===== config.mk =====
export PLATFORM = sky130hd
export DESIGN_NAME = lbk_col_ctrl
export DESIGN_NICKNAME = d
export VERILOG_FILES = /design/src/rtl/lbk_pkg.sv /design/src/rtl/lbk_rx_mux.sv /design/src/rtl/lbk_tx_gate.sv /design/src/rtl/lbk_col_gen.sv /design/src/rtl/lbk_col_ctrl.sv
export SDC_FILE = /design/constraint.sdc
export NUM_CORES = 1
export LEC_CHECK = 0
export BUFFER_PORTS_ARGS = -buffer_cell sky130_fd_sc_hd__buf_2
export CAP_MARGIN = 20
export CORE_MARGIN = 10
export CORE_UTILIZATION = 30
export CTS_BUF_LIST = sky130_fd_sc_hd__clkbuf_2 sky130_fd_sc_hd__clkbuf_4 sky130_fd_sc_hd__clkbuf_8
export DETAILED_ROUTE_END_ITERATION = 8
export PLACE_DENSITY = 0.63
export RECOVER_POWER = 25
export SYNTH_ARGS = -nofsm -noshare
export SYNTH_HDL_FRONTEND = slang
export SYNTH_SLANG_ARGS = --single-unit

===== constraint.sdc =====
create_clock -name clk_i -period 0.8 [get_ports clk_i]
set_input_delay 0.04 -clock clk_i [delete_from_list [all_inputs] [get_ports clk_i]]
set_output_delay 0.04 -clock clk_i [all_outputs]
set_load 0.005 [all_outputs]

===== src/rtl/lbk_pkg.sv =====
package lbk_pkg;

  typedef enum logic {
    SRC_LINE = 1'b0,
    SRC_LOOP = 1'b1
  } sym_src_e;

  typedef struct packed {
    logic tx_en;
    logic crs;
    logic loop_en;
    logic col_test;
    logic fdx;
  } col_ctl_t;

  // collision test overrides, then loopback and full duplex suppress
  function automatic logic col_rule(input col_ctl_t c);
    if (c.col_test) return c.tx_en;
    if (c.loop_en || c.fdx) return 1'b0;
    return c.tx_en & c.crs;
  endfunction

endpackage


===== src/rtl/lbk_rx_mux.sv =====
module lbk_rx_mux #(
  parameter int unsigned SYM_W = 5
) (
  input  logic             clk_i,
  input  logic             rst_ni,
  input  lbk_pkg::sym_src_e src_i,
  input  logic [SYM_W-1:0] tx_sym_i,
  input  logic [SYM_W-1:0] rx_sym_i,
  output logic [SYM_W-1:0] sym_o
);
  import lbk_pkg::*;

  logic [SYM_W-1:0] sym_d;

  for (genvar b = 0; b < SYM_W; b++) begin : g_bit
    assign sym_d[b] = (src_i == SRC_LOOP) ? tx_sym_i[b] : rx_sym_i[b];
  end

  always_ff @(posedge clk_i or negedge rst_ni) begin
    if (!rst_ni) sym_o <= '0;
    else         sym_o <= sym_d;
  end
endmodule


===== src/rtl/lbk_tx_gate.sv =====
module lbk_tx_gate #(
  parameter int unsigned SYM_W = 5,
  parameter logic [SYM_W-1:0] IDLE_SYM = '0
) (
  input  logic             clk_i,
  input  logic             rst_ni,
  input  lbk_pkg::sym_src_e src_i,
  input  logic             tx_en_i,
  input  logic [SYM_W-1:0] tx_sym_i,
  output logic             line_en_o,
  output logic [SYM_W-1:0] line_sym_o,
  output logic             pwr_on_o
);
  import lbk_pkg::*;

  logic to_line;
  assign to_line = (src_i == SRC_LINE);

  always_ff @(posedge clk_i or negedge rst_ni) begin
    if (!rst_ni) begin
      line_en_o  <= 1'b0;
      line_sym_o <= '0;
      pwr_on_o   <= 1'b0;
    end else begin
      line_en_o  <= to_line & tx_en_i;
      line_sym_o <= to_line ? tx_sym_i : IDLE_SYM;
      pwr_on_o   <= to_line;
    end
  end
endmodule


===== src/rtl/lbk_col_gen.sv =====
module lbk_col_gen (
  input  logic              clk_i,
  input  logic              rst_ni,
  input  lbk_pkg::col_ctl_t ctl_i,
  output logic              col_o
);
  import lbk_pkg::*;

  always_ff @(posedge clk_i or negedge rst_ni) begin
    if (!rst_ni) col_o <= 1'b0;
    else         col_o <= col_rule(ctl_i);
  end
endmodule


===== src/rtl/lbk_col_ctrl.sv =====
module lbk_col_ctrl #(
  parameter int unsigned SYM_W = 5
) (
  input  logic             clk_i,
  input  logic             rst_ni,
  input  logic [SYM_W-1:0] tx_sym_i,
  input  logic             tx_en_i,
  input  logic [SYM_W-1:0] rx_sym_i,
  input  logic             crs_i,
  input  logic             loop_en_i,
  input  logic             col_test_i,
  input  logic             fdx_i,
  output logic [SYM_W-1:0] desc_sym_o,
  output logic [SYM_W-1:0] line_sym_o,
  output logic             line_tx_en_o,
  output logic             tx_pwr_on_o,
  output logic             col_o
);
  import lbk_pkg::*;

  localparam logic [SYM_W-1:0] IDLE_SYM = '0;

  sym_src_e src;
  col_ctl_t col_ctl;

  // one select per symbol edge, shared by every path
  assign src = loop_en_i ? SRC_LOOP : SRC_LINE;

  assign col_ctl = '{tx_en:    tx_en_i,
                     crs:      crs_i,
                     loop_en:  loop_en_i,
                     col_test: col_test_i,
                     fdx:      fdx_i};

  lbk_rx_mux #(.SYM_W(SYM_W)) u_rx_mux (
    .clk_i    (clk_i),
    .rst_ni   (rst_ni),
    .src_i    (src),
    .tx_sym_i (tx_sym_i),
    .rx_sym_i (rx_sym_i),
    .sym_o    (desc_sym_o)
  );

  lbk_tx_gate #(.SYM_W(SYM_W), .IDLE_SYM(IDLE_SYM)) u_tx_gate (
    .clk_i      (clk_i),
    .rst_ni     (rst_ni),
    .src_i      (src),
    .tx_en_i    (tx_en_i),
    .tx_sym_i   (tx_sym_i),
    .line_en_o  (line_tx_en_o),
    .line_sym_o (line_sym_o),
    .pwr_on_o   (tx_pwr_on_o)
  );

  lbk_col_gen u_col_gen (
    .clk_i  (clk_i),
    .rst_ni (rst_ni),
    .ctl_i  (col_ctl),
    .col_o  (col_o)
  );
endmodule


## Yosys cells after proc, flatten, opt, wreduce, memory -nomap -nowiden

Cells that the tools add are included.

- Reduce and logical (&&, ||, !) cells: 1
- Bitwise logic cells: 3
- Muxes and demuxes: 14

Operators by type and width:

| operator | count |
|---|---|
| 1-bit 2-to-1 mux | 13 |
| 5-bit 2-to-1 mux | 1 |
| 1-bit AND | 2 |
| 1-bit logical OR | 1 |
| 1-bit inverter | 1 |

- Output and inout bits: 13
- Word-level logic and storage cells: 23
- Bits in registers: 13
- Input port bits: 17

## Longest topological paths before layout

Gate-level depths: netlist of run 1.

- Depth after elaboration: 5
- Mapped depth: 2
- Depth with buffers taken out: 2

## Hierarchy

A second synthesis of run 1 with hierarchy kept.

- Cell total of the unflattened synthesis: 28
- Area total of the unflattened synthesis: 442.9 sq um

Modules (own cells, without submodules):

| module | seq. area each (sq um) | cells each | area an instance (sq um) | times used |
|---|---|---|---|---|
| lbk_tx_gate | 175.2 | 14 | 216.5 | 1 |
| lbk_rx_mux | 125.1 | 10 | 181.4 | 1 |
| lbk_col_gen | 25.0 | 4 | 45.0 | 1 |

## Worst setup path before layout of run 1

No wires, ideal clock.

- Path kind: input-to-reg
- From: in loop_en_i
- To: reg u_rx_mux.sym_o[0]
- Path slack: 0.244 ns
- Setup time: 0.125 ns
- Data required time: 0.675 ns
- Stages on the path: 2
- Arrival time: 0.431 ns
- Buffers on the path: 1
- Cells stage by stage: buf_6 mux2_4

- Cells in the longest elaborated chain, start to end: 2

RTL lines:

| what | line | source |
|---|---|---|
| from (decl) | lbk_col_ctrl.sv:10 | `input logic loop_en_i,` |
| 1-bit 2-to-1 mux | lbk_col_ctrl.sv:27 | `assign src = loop_en_i ? SRC_LOOP : SRC_LINE;` |
| 1-bit 2-to-1 mux | lbk_rx_mux.sv:16 | `assign sym_d[b] = (src_i == SRC_LOOP) ? tx_sym_i[b] : rx_sym_i[b];` |
| net u_rx_mux.sym_d[0] | lbk_rx_mux.sv:13 | `logic [SYM_W-1:0] sym_d;` |
| to (signal assigned) | lbk_rx_mux.sv:21 | `else sym_o <= sym_d;` |
| to (decl) | lbk_rx_mux.sv:9 | `output logic [SYM_W-1:0] sym_o` |

The timed path passes the listed nets, and every way through them passes these cells.

## Final worst setup path of run 1

- From: reg u_rx_mux.sym_o[4]
- To: out desc_sym_o[4]

RTL lines:

| what | line | source |
|---|---|---|
| to (decl) | lbk_col_ctrl.sv:13 | `output logic [SYM_W-1:0] desc_sym_o,` |

No word-level cell between the ends.

==> results of run 1 <==
[flip-flops by register name, indices dropped and copies added, names as in the netlist]
name,flops
u_tx_gate.pwr_on_o,1
u_tx_gate.line_sym_o,5
u_tx_gate.line_en_o,1
u_col_gen.col_o,1
u_rx_mux.sym_o,5
[cell families after synthesis]
| family | synth area share (%) |
|---|---|
| buf+inv | 3.18 |
| simple gates | 12.7 |
| flops | 69.0 |
| mux | 13.5 |
| compound gates | 1.59 |
[layer usage]
metal,up-vias,part of all wire [%]
met1,161,36
met4,0,0
met3,0,13
met2,19,51
li1,175,-
met5,-,0
[cell type report]
| type | count | area [um^2] |
|---|---|---|
| multi-input combinational | 14 | 131 |
| sequential | 13 | 325 |
| timing repair buffer | 38 | 236 |
| inverter | 1 | 3.75 |
| clock buffer | 4 | 30.0 |
| fill | 141 | 742 |
| tap | 16 | 20.0 |
[power by group through the flow]
| stage | sequential (mW) | clock, mW | combinational, mW |
|---|---|---|---|
| final | 0.705 | 0.416 | 0.192 |
| after global routing | 0.710 | 0.482 | 0.216 |
| after CTS | 0.706 | 0.445 | 0.194 |
| after detailed placement | 0.719 | 0 | 0.164 |
| after global placement | 0.718 | 0 | 0.161 |
| after floorplan | 0.727 | 0 | 0.0561 |
[stage by stage]
stage	std cells	setup slack, ps
CTS	85	-17.1
global placement	73	50.3
finish	86	1.84
detailed placement	73	45.4
global route	86	-43.1
floorplan	29	244
[cells in the final DEF, fill, tap and decap left out, drive strengths merged]
cell	instances
clkbuf	5
mux2	5
dlymetal6s4s	1
buf	28
o31ai	1
dfrtp	13
dlygate4sd3	8
and2b	6
inv	1
nand2	2
[worst max-delay path by stage]
stage,depth (start not counted),from,endpoint,slack (ps)
6_report,1,u_rx_mux.sym_o[4],desc_sym_o[4],2
5_1_grt,1,u_tx_gate.line_sym_o[0],line_sym_o[0],-40
4_1_cts,1,u_rx_mux.sym_o[0],desc_sym_o[0],-20
3_5_place_dp,2,loop_en_i,u_rx_mux.sym_o[4],50
3_3_place_gp,2,loop_en_i,u_rx_mux.sym_o[3],50
2_1_floorplan,2,loop_en_i,u_rx_mux.sym_o[0],240
[timing repair]
item,4_1_cts,5_1_grt
resized for setup,0,1
endpoints found under the hold margin,19,1
setup endpoints to repair,11,14
hold buffers,8,1
==> results.toml, run 1 <==
[timing]
relSlewSlack_pct = 65.2
fmax_mhz = 1250
finalMaxSlewViolations = 0
tightest_slew_ps = 522
fin_crit_sh_pct = 99.8
tns_ps = 0
final-setup-viol-count = 0
final_hold_viol_count = 0
period_needed_ps = 798
hold_ws_ps = 11.3
rsz0062_at_grt = "yes"

[grt]
grt_max_degree = 14
antenna_found_initial = 0
grt_pass1_wl_um = 1830
grt.met2_usage_pct = 11.6
grt_pass1_vias = 417
grt_use_total_pct = 6.59
grt_overflow = 0
grt_util_met1_pct = 6.30
grt_busiest_layer = "met2"
grt_util_met3_pct = 5.08

[worst_setup_path]
cp_num_buf_inv = 1
required_ps = 760
crit_path_max_fanout = 1
cp.arrival_ps = 760
cp_top_family = "flip-flops"
path_class = "reg -> out"
crit_slowest_cell = "dfrtp_1"
critPathMaxStageDelay_ps = 370
crit_chain = "buf_2"
end_kind = "output pin"
cp-start-kind = "flop"

[clocking]
htree_levels = 1
cts_tree = "built"
cts-buffers-inserted = 3
postCtsSetupRepairBufs = 0
clk_pin_slew_ps = 70
clockBufferDepth = 2
cts-root-buf = "clkbuf_4"
cts_num_sinks = 13

[placed_design]
hpwl_um = 894
port-buffer-count = 29
place_area_um2 = 626
gp_congestion = 0.685

[pwr]
finalPower_mw = 1.31
seqPwrFrac_pct = 53.7
p_per_area_nw_per_um2 = 1760
p_int_mw = 1.04
p_leak_nw = 0.411
irDropWorstVdd_mv = 1.06
switching_share_pct = 20.5
power_switching_uw = 269
power_frac_comb_pct = 14.6
p_clk_share_pct = 31.7

[final_layout]
fin_util_pct = 50.2
syn2layout_area_growth_pct = 58.4
n_antenna_cell = 0
layout-drive-gt1-share_pct = 61.4
nets = 88
design_area_um2 = 747

[yosys]
synthCells = 29
synthArstFlopShare_pct = 100
netlist_area_um2 = 472
ys_top_cells_by_area = "dfrtp_1 (69%), and2b_2 (11%), mux2_2 (7.2%)"
yosysTopAreaCellShare_pct = 69.0
dominantRegCellSynth = "dfrtp_1"
syn_area_per_cell_um2 = 16.3
synth_edf_count = 0
yosysMostFrequentCell = "dfrtp_1"
ys_types = 8
yosys.area.top_type = "dfrtp_1"
ys_warn_count = 0
synth_nets = 46
ys_ff_latch = 13
yosysSeqAreaShare_pct = 69.0
ys_top_cells_by_count = "dfrtp_1 (13), and2b_2 (6), mux2_2 (3), mux2_4 (2), nand2_1 (2)"

[detailed_routing]
route.detailed.drc = 0
drt-pass1-iter-count = 2
drt_iter0_drc = 8
vias = 355
wl_um = 1080
wl_per_cell_um = 12.5
vias_per_cell = 4.13
antenna_left = 0

[flow_run]
maxCapViolCount = 0

[floorplanning]
dieArea_um2 = 3560
die_w_um = 59.7
fp.dieH_um = 59.7
start_util_pct = 31.7
io_pins = 30
core-area_um2 = 1490
placementRows = 14

[status]
status = "complete, no violations"

[hold_path]
holdPathStages = 3
holdPathEnd = "u_col_gen.col_o"
worstHoldStart = "crs_i"
hold_class = "in -> reg"
Power figures use the tool's default switching activity.
==> run 2: changes to the inputs <==
--- a/config.mk
+++ b/config.mk
@@ -11,8 +11,10 @@
 export CORE_UTILIZATION = 30
 export CTS_BUF_LIST = sky130_fd_sc_hd__clkbuf_2 sky130_fd_sc_hd__clkbuf_4 sky130_fd_sc_hd__clkbuf_8
 export DETAILED_ROUTE_END_ITERATION = 8
-export PLACE_DENSITY = 0.63
+export PLACE_DENSITY = 0.64
 export RECOVER_POWER = 25
+export REMOVE_ABC_BUFFERS = 1
 export SYNTH_ARGS = -nofsm -noshare
 export SYNTH_HDL_FRONTEND = slang
+export SYNTH_HIERARCHICAL = 1
 export SYNTH_SLANG_ARGS = --single-unit
==> results.toml, run 2 <==
[grt]
antenna_found_initial = 0
grt_overflow = 0
grt_use_total_pct = 7.67
grt_pass1_wl_um = 1930
grt_max_degree = 14
grt_pass1_vias = 391

[flow_run]
maxCapViolCount = 0

[final_layout]
syn2layout_area_growth_pct = 71.5
nets = 91
design_area_um2 = 759
final_common_cell = "buf_2"
reg_top3 = "u_rx_mux/sym_o x5, u_tx_gate/line_sym_o x5"
layout-drive-gt1-share_pct = 49.3
n_fill_cell = 116
n_antenna_cell = 0
layout_common_cells = "buf_2 (25), dlygate4sd3_1 (13), dfrtp_1 (13), nor2b_1 (6), mux2_2 (5)"

[worst_setup_path]
end_kind = "output pin"
cp.arrival_ps = 770
critPathMaxStageDelay_ps = 370
cp_num_buf_inv = 1
path_class = "reg -> out"
crit_chain = "buf_2"
crit_path_max_fanout = 1
cp_top_family = "flip-flops"
required_ps = 760
crit_slowest_cell = "dfrtp_1"
cp.depth = 1
cp-start-kind = "flop"

[detailed_routing]
vias_per_cell = 4.17
wl_per_cell_um = 13.9
vias = 367
drt-pass1-iter-count = 4
wl_um = 1220
route.detailed.drc = 0
drt_iter0_drc = 7
antenna_left = 0

[timing]
tightest_slew_ps = 366
period_needed_ps = 810
rsz0062_at_grt = "yes"
final-setup-viol-count = 1
finalMaxSlewViolations = 0
layout_setup_ws_ps = -10.2
fin_crit_sh_pct = 101
relSlewSlack_pct = 75.6
fmax_mhz = 1230
final_hold_viol_count = 0

[yosys]
ys_types = 6
syn_area_per_cell_um2 = 15.8
ys_top_cells_by_area = "dfrtp_1 (73%), mux2_2 (13%), nor2b_1 (8.5%)"
synth_edf_count = 0
ys_ff_latch = 13
yosysMostFrequentCell = "dfrtp_1"
synthArstFlopShare_pct = 100
ys_warn_count = 6
yosys.area.top_type = "dfrtp_1"
netlist_area_um2 = 443
yosysSeqAreaShare_pct = 73.4
yosysTopAreaCellShare_pct = 73.4
synthCells = 28
ys_top_cells_by_count = "dfrtp_1 (13), nor2b_1 (6), mux2_2 (5), nand2_1 (2)"
dominantRegCellSynth = "dfrtp_1"

[hold_path]
holdPathStages = 2
hold_class = "in -> reg"

[floorplanning]
dieArea_um2 = 3410
io_pins = 30
placementRows = 13
start_util_pct = 32.8
fp.dieH_um = 58.4
core-area_um2 = 1350
die_w_um = 58.4

[status]
status = "complete, but fails checks"
violations = "setup timing"

[clocking]
clockBufferDepth = 2
htree_levels = 1
cts_resized = 0
postCtsSetupRepairBufs = 0
cts_tree = "built"
cts_num_sinks = 13
cts-root-buf = "clkbuf_4"
cts-buffers-inserted = 3
clk_pin_slew_ps = 80

[pwr]
p_per_area_nw_per_um2 = 1750
p_leak_nw = 0.389
irDropWorstVdd_mv = 0.804

[placed_design]
port-buffer-count = 29
pre_cts_ws_ps = 105
place_area_um2 = 614
hpwl_um = 871
gp_congestion = 0.672
[run 2: final timing paths]
path                                         start                end
max in group asynchronous                   rst_ni  u_rx_mux/sym_o[0]
min in group asynchronous                   rst_ni    u_col_gen/col_o
worst max-delay path       u_tx_gate/line_sym_o[1]      line_sym_o[1]
worst min-delay path                   tx_sym_i[0]  u_rx_mux/sym_o[0]
[run 2: layer usage]
metal	up-vias	part of all wire (%)	track usage, %
met5	-	0	0
met4	0	2.7	5.03
met3	5	7.3	3.86
met2	12	60	14.4
met1	171	30	5.93
li1	179	-	-
[run 2: power breakdown]
| group | switching [mW] | leakage [nW] | internal, mW | total [mW] |
|---|---|---|---|---|
| registers | 0.00803 | 0.160 | 0.696 | 0.704 |
| clock network | 0.204 | 0.0184 | 0.227 | 0.431 |
| logic | 0.0768 | 0.211 | 0.121 | 0.198 |
[run 2: logic make-up after synthesis]
family	synth area share, %
AOI/OAI and AO/OA	2.82
buffers and inverters	0.847
DFF	73.4
muxes	12.7
and+or+nand+nor	10.2
[run 2: cell type report]
class | count | area [um^2] | area share, %
sequential | 13 | 325 | 42.8
timing repair buffer | 41 | 268 | 35.3
multi-input combinational | 14 | 114 | 15.0
clock buffer | 4 | 30.0 | 3.95
tap | 15 | 18.8 | 2.47
inverter | 1 | 3.75 | 0.494
[run 2: metrics by stage]
| stage | TNS [ps] | hold slack [ps] | std cells | power [mW] | utilization [%] |
|---|---|---|---|---|---|
| floorplan | 0 | -256 | 28 | 0.765 | - |
| global placement | 0 | -63.4 | 73 | 0.875 | 45.5 |
| detailed placement | 0 | -63.4 | 73 | 0.877 | 45.5 |
| CTS | -117 | 3.65 | 90 | 1.37 | 57.4 |
| global route | -378 | 1.16 | 88 | 1.40 | 56.3 |
| finish | -10.2 | 14.9 | 88 | 1.33 | 56.3 |
[run 2: repair_timing]
| item | 4_1_cts | 5_1_grt |
|---|---|---|
| endpoints found under the hold margin | 23 | 0 |
| endpoints found under the setup margin | 13 | 15 |
| hold buffers | 13 | 0 |
| pin swaps | 0 | 0 |
==> run 3: changes to the inputs <==
==> constraint.sdc (replaced) <==
create_clock -name clk_i -period 0.85 [get_ports clk_i]
set_input_delay 0.0425 -clock clk_i [delete_from_list [all_inputs] [get_ports clk_i]]
set_output_delay 0.0425 -clock clk_i [all_outputs]
set_load 0.005 [all_outputs]
==> results.toml, run 3 (synthesized netlist as in run 2, its figures left out) <==
[status]
status = "complete, no violations"

[timing]
final_hold_viol_count = 0
fmax_mhz = 1230
relSlewSlack_pct = 75.0
finalMaxSlewViolations = 0
rsz0062_at_grt = "no"
final-setup-viol-count = 0
period_needed_ps = 813
tns_ps = 0
tightest_slew_ps = 376
fin_crit_sh_pct = 95.7

[pwr]
finalPower_mw = 1.26
p_leak_nw = 0.397
irDropWorstVdd_mv = 0.759
p_per_area_nw_per_um2 = 1640

[worst_setup_path]
cp.arrival_ps = 770
cp-start-kind = "flop"
end_kind = "output pin"
crit_path_max_fanout = 1
critPathMaxStageDelay_ps = 370
cp_num_buf_inv = 1
crit_chain = "buf_2"
required_ps = 810
cp_top_family = "flip-flops"
crit_slowest_cell = "dfrtp_1"
path_class = "reg -> out"

[floorplanning]
placementRows = 13
start_util_pct = 32.8
fp.dieH_um = 58.4
dieArea_um2 = 3410
die_w_um = 58.4
core-area_um2 = 1350
io_pins = 30

[hold_path]
hold_class = "in -> reg"
holdPathStages = 2
holdPathEnd = "u_rx_mux/sym_o[0]"
worstHoldStart = "tx_sym_i[0]"

[grt]
grt_pass1_wl_um = 1930
grt_overflow = 0
grt_pass1_vias = 391
grt_max_degree = 14
antenna_found_initial = 0
grt_use_total_pct = 7.67

[final_layout]
final_common_cell = "buf_2"
reg_top3 = "u_rx_mux/sym_o x5, u_tx_gate/line_sym_o x5"
layout-drive-gt1-share_pct = 50.7
layout_common_cells = "buf_2 (27), dlygate4sd3_1 (13), dfrtp_1 (13), nor2b_1 (6), mux2_2 (5)"
nets = 93
n_fill_cell = 115
syn2layout_area_growth_pct = 73.7
n_antenna_cell = 0

[clocking]
cts-root-buf = "clkbuf_4"
clk_pin_slew_ps = 80
clockBufferDepth = 2
htree_levels = 1
cts-buffers-inserted = 3
cts_num_sinks = 13
cts_tree = "built"
cts_resized = 0
postCtsSetupRepairBufs = 0

[detailed_routing]
wl_per_cell_um = 14.1
wl_um = 1270
antenna_left = 0
drt-pass1-iter-count = 4
vias = 375
route.detailed.drc = 0
vias_per_cell = 4.17
drt_iter0_drc = 8

[placed_design]
port-buffer-count = 29
hpwl_um = 871
gp_congestion = 0.672

[flow_run]
maxCapViolCount = 0
[run 3: per-layer routing]
layer  vias to the layer above  track usage, %  share of wire [%]
met5                         -               0                  0
met4                         0            5.03                2.6
met3                         5            3.86                7.0
met2                        12            14.4                 60
met1                       175            5.93                 30
li1                        183               -                  -
[run 3: repair_timing]
action / 4_1_cts / 5_1_grt
hold buffers: 13 / 0
setup endpoints to repair: 0 / 0
endpoints found under the hold margin: 23 / 0
[run 3: stage by stage]
stage | area (um^2) | util (%) | setup slack [ps] | cells | hold WS [ps]
finish | 769 | 57.0 | 36.8 | 90 | 17.1
global route | 769 | 57.0 | 9.86 | 90 | 3.66
CTS | 774 | 57.4 | 27.8 | 90 | 6.15
detailed placement | 614 | 45.5 | 152 | 73 | -60.9
global placement | 614 | 45.5 | 160 | 73 | -60.9
floorplan | 443 | - | 386 | 28 | -253
[run 3: report_power, final]
| group | internal, mW | switching (mW) | leakage, nW | total (mW) |
|---|---|---|---|---|
| clock network | 0.214 | 0.192 | 0.0184 | 0.406 |
| logic | 0.117 | 0.0745 | 0.219 | 0.191 |
| registers | 0.655 | 0.00757 | 0.160 | 0.663 |
[run 3: worst max-delay path by stage]
stage / startpoint / to / slack [ps] / depth (start not counted)
2_1_floorplan: loop_en_i / u_rx_mux/sym_o[0] / 390 / 1
3_3_place_gp: loop_en_i / u_rx_mux/sym_o[2] / 160 / 2
3_5_place_dp: loop_en_i / u_rx_mux/sym_o[3] / 150 / 2
4_1_cts: u_rx_mux/sym_o[0] / desc_sym_o[0] / 30 / 1
5_1_grt: u_rx_mux/sym_o[2] / desc_sym_o[2] / 10 / 1
6_report: u_tx_gate/line_sym_o[1] / line_sym_o[1] / 40 / 1
[run 3: area by class of cell]
| class | count | area (um^2) | area share, % |
|---|---|---|---|
| tap | 15 | 18.8 | 2.44 |
| clock buffer | 4 | 30.0 | 3.90 |
| inverter | 1 | 3.75 | 0.488 |
| sequential | 13 | 325 | 42.3 |
| timing repair buffer | 43 | 278 | 36.1 |
| multi-input combinational | 14 | 114 | 14.8 |
